**src/rtl/psf_pkg.sv**
```systemverilog
// Package: shared defaults and channel indices for the hot-plug/sense filter.
// Assumes exactly two channels; index order fixes the status bit positions.
package psf_pkg;
    localparam int DEF_GLITCH_W = 4;
    localparam int DEF_WINDOW_W = 12;
    localparam int DEF_UNIT_LOG2 = 10;
    localparam int DEF_SYNC_STAGES = 2;
    localparam int NUM_CH = 2;

    typedef enum int {
        CH_PLUG  = 0,
        CH_SENSE = 1
    } psf_chan_e;
endpackage

```
**src/rtl/psf_sync.sv**
```systemverilog
// Module: multi-flop synchroniser for one asynchronous level.
// Assumes STAGES >= 2; the output lags the input by STAGES clocks.
module psf_sync #(
    parameter int STAGES = 2
) (
    input  logic clk,
    input  logic rst_n,
    input  logic async_i,
    output logic sync_o
);
    logic [STAGES-1:0] chain;

    // First stage captures the asynchronous input.
    always_ff @(posedge clk) begin
        if (!rst_n) chain[0] <= 1'b0;
        else        chain[0] <= async_i;
    end

    for (genvar s = 1; s < STAGES; s++) begin : g_stage
        // Each later stage re-samples the one before it.
        always_ff @(posedge clk) begin
            if (!rst_n) chain[s] <= 1'b0;
            else        chain[s] <= chain[s-1];
        end
    end

    assign sync_o = chain[STAGES-1];
endmodule

```
**src/rtl/psf_qualify.sv**
```systemverilog
// Module: level qualifier. The output follows the input only after the
// input has differed from it on (limit << SHIFT) + 1 consecutive edges.
// Assumes the input is already synchronous; a limit of 0 gives one
// register of delay. The count restarts whenever the input matches the output.
module psf_qualify #(
    parameter int LIM_W = 4,
    parameter int SHIFT = 0
) (
    input  logic             clk,
    input  logic             rst_n,
    input  logic             lvl_i,
    input  logic [LIM_W-1:0] limit_i,
    output logic             lvl_o
);
    localparam int CNT_W = LIM_W + SHIFT;

    logic [CNT_W-1:0] cnt;
    logic [CNT_W-1:0] thresh;
    logic             held;

    // Scale the limit by the unit size.
    always_comb begin
        thresh = CNT_W'(limit_i) << SHIFT;
    end

    // Count the edges on which input and output disagree; commit at the threshold.
    always_ff @(posedge clk) begin
        if (!rst_n) begin
            held <= 1'b0;
            cnt  <= '0;
        end else if (lvl_i == held) begin
            cnt <= '0;
        end else if (cnt >= thresh) begin
            held <= lvl_i;
            cnt  <= '0;
        end else begin
            cnt <= cnt + CNT_W'(1);
        end
    end

    assign lvl_o = held;
endmodule

```
**src/rtl/psf_edge.sv**
```systemverilog
// Module: edge detector producing one-clock rise and fall pulses.
// Assumes the input is a registered level; the pulses are decoded from registers.
module psf_edge (
    input  logic clk,
    input  logic rst_n,
    input  logic lvl_i,
    output logic rise_o,
    output logic fall_o
);
    logic prev;

    // Remember the level of the previous cycle.
    always_ff @(posedge clk) begin
        if (!rst_n) prev <= 1'b0;
        else        prev <= lvl_i;
    end

    // Decode the transitions.
    always_comb begin
        rise_o = lvl_i & ~prev;
        fall_o = ~lvl_i & prev;
    end
endmodule

```
**src/rtl/psf_channel.sv**
```systemverilog
// Module: one filter channel: synchroniser, glitch stage, stability stage
// and edge pulses. Assumes the width settings are static while in use.
module psf_channel #(
    parameter int GLITCH_W    = 4,
    parameter int WINDOW_W    = 12,
    parameter int UNIT_LOG2   = 10,
    parameter int SYNC_STAGES = 2
) (
    input  logic                clk,
    input  logic                rst_n,
    input  logic                raw_i,
    input  logic [GLITCH_W-1:0] glitch_i,
    input  logic [WINDOW_W-1:0] window_i,
    output logic                level_o,
    output logic                rise_o,
    output logic                fall_o
);
    logic synced;
    logic deglitched;

    psf_sync #(.STAGES(SYNC_STAGES)) u_sync (
        .clk    (clk),
        .rst_n  (rst_n),
        .async_i(raw_i),
        .sync_o (synced)
    );

    psf_qualify #(.LIM_W(GLITCH_W), .SHIFT(0)) u_glitch (
        .clk    (clk),
        .rst_n  (rst_n),
        .lvl_i  (synced),
        .limit_i(glitch_i),
        .lvl_o  (deglitched)
    );

    psf_qualify #(.LIM_W(WINDOW_W), .SHIFT(UNIT_LOG2)) u_window (
        .clk    (clk),
        .rst_n  (rst_n),
        .lvl_i  (deglitched),
        .limit_i(window_i),
        .lvl_o  (level_o)
    );

    psf_edge u_edge (
        .clk   (clk),
        .rst_n (rst_n),
        .lvl_i (level_o),
        .rise_o(rise_o),
        .fall_o(fall_o)
    );
endmodule

```
**src/rtl/plug_sense_filter.sv**
```systemverilog
// Module: top of the hot-plug and receiver-sense deglitch filter.
// Two independent channels are built by a generate loop. Status bit
// positions follow the channel index in psf_pkg.
// Assumes the configuration inputs are static.
module plug_sense_filter
    import psf_pkg::*;
#(
    parameter int GLITCH_W    = DEF_GLITCH_W,
    parameter int WINDOW_W    = DEF_WINDOW_W,
    parameter int UNIT_LOG2   = DEF_UNIT_LOG2,
    parameter int SYNC_STAGES = DEF_SYNC_STAGES
) (
    input  logic                clk,
    input  logic                rst_n,
    input  logic                plug_raw_i,
    input  logic                sense_raw_i,
    input  logic [GLITCH_W-1:0] plug_glitch_i,
    input  logic [WINDOW_W-1:0] plug_window_i,
    input  logic [GLITCH_W-1:0] sense_glitch_i,
    input  logic [WINDOW_W-1:0] sense_window_i,
    output logic [1:0]          status_o,
    output logic                plug_rise_o,
    output logic                plug_fall_o,
    output logic                sense_rise_o,
    output logic                sense_fall_o
);
    logic [NUM_CH-1:0]   raw_v;
    logic [GLITCH_W-1:0] glitch_v [NUM_CH];
    logic [WINDOW_W-1:0] window_v [NUM_CH];
    logic [NUM_CH-1:0]   level_v;
    logic [NUM_CH-1:0]   rise_v;
    logic [NUM_CH-1:0]   fall_v;

    // Gather the per-channel inputs into indexed form.
    always_comb begin
        raw_v[CH_PLUG]     = plug_raw_i;
        raw_v[CH_SENSE]    = sense_raw_i;
        glitch_v[CH_PLUG]  = plug_glitch_i;
        glitch_v[CH_SENSE] = sense_glitch_i;
        window_v[CH_PLUG]  = plug_window_i;
        window_v[CH_SENSE] = sense_window_i;
    end

    for (genvar c = 0; c < NUM_CH; c++) begin : g_ch
        psf_channel #(
            .GLITCH_W   (GLITCH_W),
            .WINDOW_W   (WINDOW_W),
            .UNIT_LOG2  (UNIT_LOG2),
            .SYNC_STAGES(SYNC_STAGES)
        ) u_ch (
            .clk     (clk),
            .rst_n   (rst_n),
            .raw_i   (raw_v[c]),
            .glitch_i(glitch_v[c]),
            .window_i(window_v[c]),
            .level_o (level_v[c]),
            .rise_o  (rise_v[c]),
            .fall_o  (fall_v[c])
        );
    end

    // Spread the channel results onto the named outputs.
    always_comb begin
        status_o     = level_v;
        plug_rise_o  = rise_v[CH_PLUG];
        plug_fall_o  = fall_v[CH_PLUG];
        sense_rise_o = rise_v[CH_SENSE];
        sense_fall_o = fall_v[CH_SENSE];
    end
endmodule

```
**config.mk**
```make
export PLATFORM = sky130hd
export DESIGN_NAME = plug_sense_filter
export DESIGN_NICKNAME = d
export VERILOG_FILES = /design/src/rtl/psf_pkg.sv /design/src/rtl/psf_sync.sv /design/src/rtl/psf_qualify.sv /design/src/rtl/psf_edge.sv /design/src/rtl/psf_channel.sv /design/src/rtl/plug_sense_filter.sv
export SDC_FILE = /design/constraint.sdc
export NUM_CORES = 1
export LEC_CHECK = 0
export ABC_AREA = 1
export BUFFER_PORTS_ARGS = -buffer_cell sky130_fd_sc_hd__buf_2
export CAP_MARGIN = 20
export CELL_PAD_IN_SITES_DETAIL_PLACEMENT = 0
export CELL_PAD_IN_SITES_GLOBAL_PLACEMENT = 1
export CORE_MARGIN = 2
export CORE_UTILIZATION = 43
export DETAILED_ROUTE_END_ITERATION = 10
export PLACE_DENSITY = 0.83
export SLEW_MARGIN = 20
export SYNTH_ARGS = -nofsm -noshare
export SYNTH_HDL_FRONTEND = slang
export SYNTH_HIERARCHICAL = 1
export SYNTH_SLANG_ARGS = --single-unit
```
**constraint.sdc**
```tcl
create_clock -name clk -period 2.1 [get_ports clk]
set_input_delay 0.42 -clock clk [delete_from_list [all_inputs] [get_ports clk]]
set_output_delay 0.42 -clock clk [all_outputs]
set_load 0.05 [all_outputs]
```
==> run_results.csv <==
group,metric,value,unit
cts,h-tree-depth,3,
sta,drv_slew,0,
flow_run,cap_violations,0,
die,die_area,0.0103,mm^2
routing,wirelength,7810,um
routing,met3WireLength,212,um
sta,rsz0062_at_grt,"false",
pwr,p_switching,0.559,mW
worst_setup_path,crit_path_end_kind,"register",
sta,clock_skew,0.00757,ns
synthesis,ys_types,24,
final_layout,area_growth,14.3,%
cts,clockBufferDepth,2,
run_status,status,"finished, final reports clean",
die,die_h,101,um
worst_setup_path,crit_end,"g_ch[0].u_ch/u_window/cnt[3]",
final_layout,stdcell_count,760,
sta,max_freq,589,MHz
synthesis,syn_avg_cell_area,6.89,um^2
worst_setup_path,crit_type,"register to register",
routing,dr_wl_met2,3410,um
pwr,seq_power_share,0.493,
pwr,clkPwrFrac,0.437,
cts,cts_buffers,9,
global_routing,grt_usage,0.173,
pwr,switching_share,0.230,
place,place.gp.congestion,0.834,
place,port-buffer-count,41,
routing,first_pass_iters,4,
synthesis,synth-seq-area-share,0.305,
cts,tritoncts,"yes",
routing,wl_met1,4010,um
pwr,powerDensity,522,mW/mm^2
worst_setup_path,r2r_setup_slack,0.40,ns
worst_setup_path,startpoint,"g_ch[0].u_ch/u_window/cnt[10]",
die,ios,42,
routing,drt_iter0_drc,84,
pwr,share_comb_of_total_power,0.069,
routing,top_layer_used,"met4",
synthesis,ys_seq_elements,62,
final_layout,fin_util,0.505,
routing,drc,0,
pwr,peakVddDrop,316,uV
place,hpwlAfterDp,6180,um
final_layout,diodes,0,
sta,fin_crit_sh,0.808,
worst_setup_path,start_kind,"register",
die,rows,35,
place,place_inst,744,
synthesis,synth.net_count,664,
synthesis,yosysWarningCount,6,
routing,wl_per_cell,10.3,um
sta,period_minus_slack,1.70,ns
cts,cts.hold.buffers_added,0,
die,die_w,101,um
routing,detail_route.vias_per_cell,4.56,
worst_setup_path,ff2ff_path_depth,10,
pwr,power_leakage,2.24,nW
final_layout,finalNetCount,718,
global_routing,overflow,0,
sta,max_slew_margin,0.829,
worst_setup_path,arrival,1.92,ns
global_routing,grt_pass1_vias,3351,
synthesis,syn_area,0.00407,mm^2
sta,holdWs,0.275,ns
worst_setup_path,cp_max_fo,22,
die,start_util,0.442,
global_routing,antenna_found_initial,0,
cts,cts_setup_buffers,0,
synthesis,syn_inst,590,
worst_setup_path,crit_required,2.33,ns
sta,tns,0,ns
worst_setup_path,r2r-start,"g_ch[0].u_ch/u_window/cnt[10]",
cts,cts_sinks,62,
worst_setup_path,worstReg2RegEnd,"g_ch[0].u_ch/u_window/cnt[3]",
die,core_area,0.00920,mm^2
pwr,cell_internal_pwr,1.87,mW
sta,finalSetupViolCount,0,
final_layout,drive_gt1_frac,0.173,
cts,clock-root-buffer,"clkbuf_8",
routing,ant_nets,0,
cts,clock_latency,0.34,ns
sta,hold_violations,0,
cts,clkSlewWorstSetupHoldPaths,0.06,ns
global_routing,grt_pass1_wl,14200,um
global_routing,grt_max_degree,23,
cts,cts_resized,0,
hold_path,worstHoldPathType,"primary input to register",
routing,dr_total_vias,3464,
sta,worst_pin_slew,0.256,ns
-- worst max-delay path, cell delays in order, from the launching register on --
cell,delay (ns)
dfxtp_1,0.39
inv_1,0.08
ha_1,0.28
nand3_1,0.09
nor2_1,0.23
nand3_2,0.11
nand2_1,0.08
nor2_2,0.04
nand2_2,0.07
buf_12,0.16
nor2_1,0.06
-- power groups by stage --
stage          sequential, mW  clock (mW)  combinational, mW
4_1_cts                  1.20        1.10              0.172
6_report                 1.20        1.06              0.169
3_5_place_dp             1.23           0              0.171
2_1_floorplan            1.22           0              0.110
3_3_place_gp             1.22           0              0.165
5_1_grt                  1.20        1.16              0.198
-- logic make-up after synthesis --
family | synth area share
xor+xnor | 0.0775
buf+inv | 0.115
fa+ha+maj | 0.117
compound gates | 0.0160
simple gates | 0.369
flops | 0.305
-- state kept, by name (all words and copies together) (netlist names) --
| name | cells |
|---|---|
| g_ch.u_ch/u_window/cnt | 44 |
| g_ch.u_ch/u_sync/sync_o | 2 |
| g_ch.u_ch/u_edge/prev | 2 |
| g_ch.u_ch/u_glitch/lvl_o | 2 |
| g_ch.u_ch/u_sync/chain | 2 |
| g_ch.u_ch/u_glitch/cnt | 8 |
| g_ch.u_ch/u_window/lvl_o | 2 |
-- through the flow --
stage	cell area, um^2	setup WS, ns	total power, mW
5_1_grt	4650	0.215	2.55
6_report	4650	0.402	2.43
3_3_place_gp	4450	0.308	1.39
3_5_place_dp	4450	0.266	1.40
2_1_floorplan	4070	0.435	1.33
4_1_cts	4650	0.402	2.47
-- routing by layer --
layer / vias up / GRT usage
met5: - / 0
met4: 0 / 0.0821
met3: 14 / 0.0331
met2: 39 / 0.276
met1: 1523 / 0.227
li1: 1888 / -
-- worst min-delay path by stage --
| stage | endpoint | cells past startpoint | start | slack (ns) |
|---|---|---|---|---|
| floorplan | g_ch[0].u_ch/u_sync/sync_o | 2 | g_ch[0].u_ch/u_sync/chain[0] | 0.39 |
| global placement | g_ch[0].u_ch/u_sync/sync_o | 2 | g_ch[0].u_ch/u_sync/chain[0] | 0.39 |
| detailed placement | g_ch[1].u_ch/u_sync/sync_o | 2 | g_ch[1].u_ch/u_sync/chain[0] | 0.40 |
| CTS | g_ch[1].u_ch/u_sync/chain[0] | 3 | sense_raw_i | 0.26 |
| global route | g_ch[1].u_ch/u_sync/chain[0] | 3 | sense_raw_i | 0.27 |
| finish | g_ch[1].u_ch/u_sync/chain[0] | 3 | sense_raw_i | 0.27 |
-- placed cells by master, fill, tap and decap left out, drive strengths merged --
master,count
a21oi,8
and2,6
buf,47
bufinv,1
clkbuf,12
clkinv,3
dfxtp,62
ha,38
inv,116
nand2,144
nand3,30
nand3b,4
nand4,14
nor2,124
nor3,2
o21ai,2
xnor2,14
xor2,22
-- cells in the mapped netlist --
library cell  instances  share of area
ha_1                 38           0.12
nand3b_1              4         0.0074
nor3_1                2         0.0025
nand3_4               4          0.017
xor2_1               22          0.047
a21oi_1               4         0.0049
nor2_4                4          0.011
and2_1                4         0.0062
buf_2                 2         0.0025
nand3_2               6          0.015
inv_2                 4         0.0037
nor2_1              106          0.098
xnor2_1              14          0.030
nand2_2              12          0.018
nand4_1              14          0.022
o21ai_1               2         0.0025
nand2_1             132           0.12
a21oi_2               4         0.0086
buf_6                 2         0.0055
inv_1               112           0.10
nor2_2               14          0.022
and2_4                2         0.0043
dfxtp_1              62           0.31
nand3_1              20          0.025
-- cell type report --
type | count | area [um^2]
fill | 965 | 4550
multi-input combinational | 408 | 2360
sequential | 62 | 1240
inverter | 116 | 435
timing repair buffer | 47 | 275
clock buffer | 12 | 155
tap | 111 | 139
clock inverter | 4 | 45.0
No activity file was read; power rests on OpenSTA's default activity.
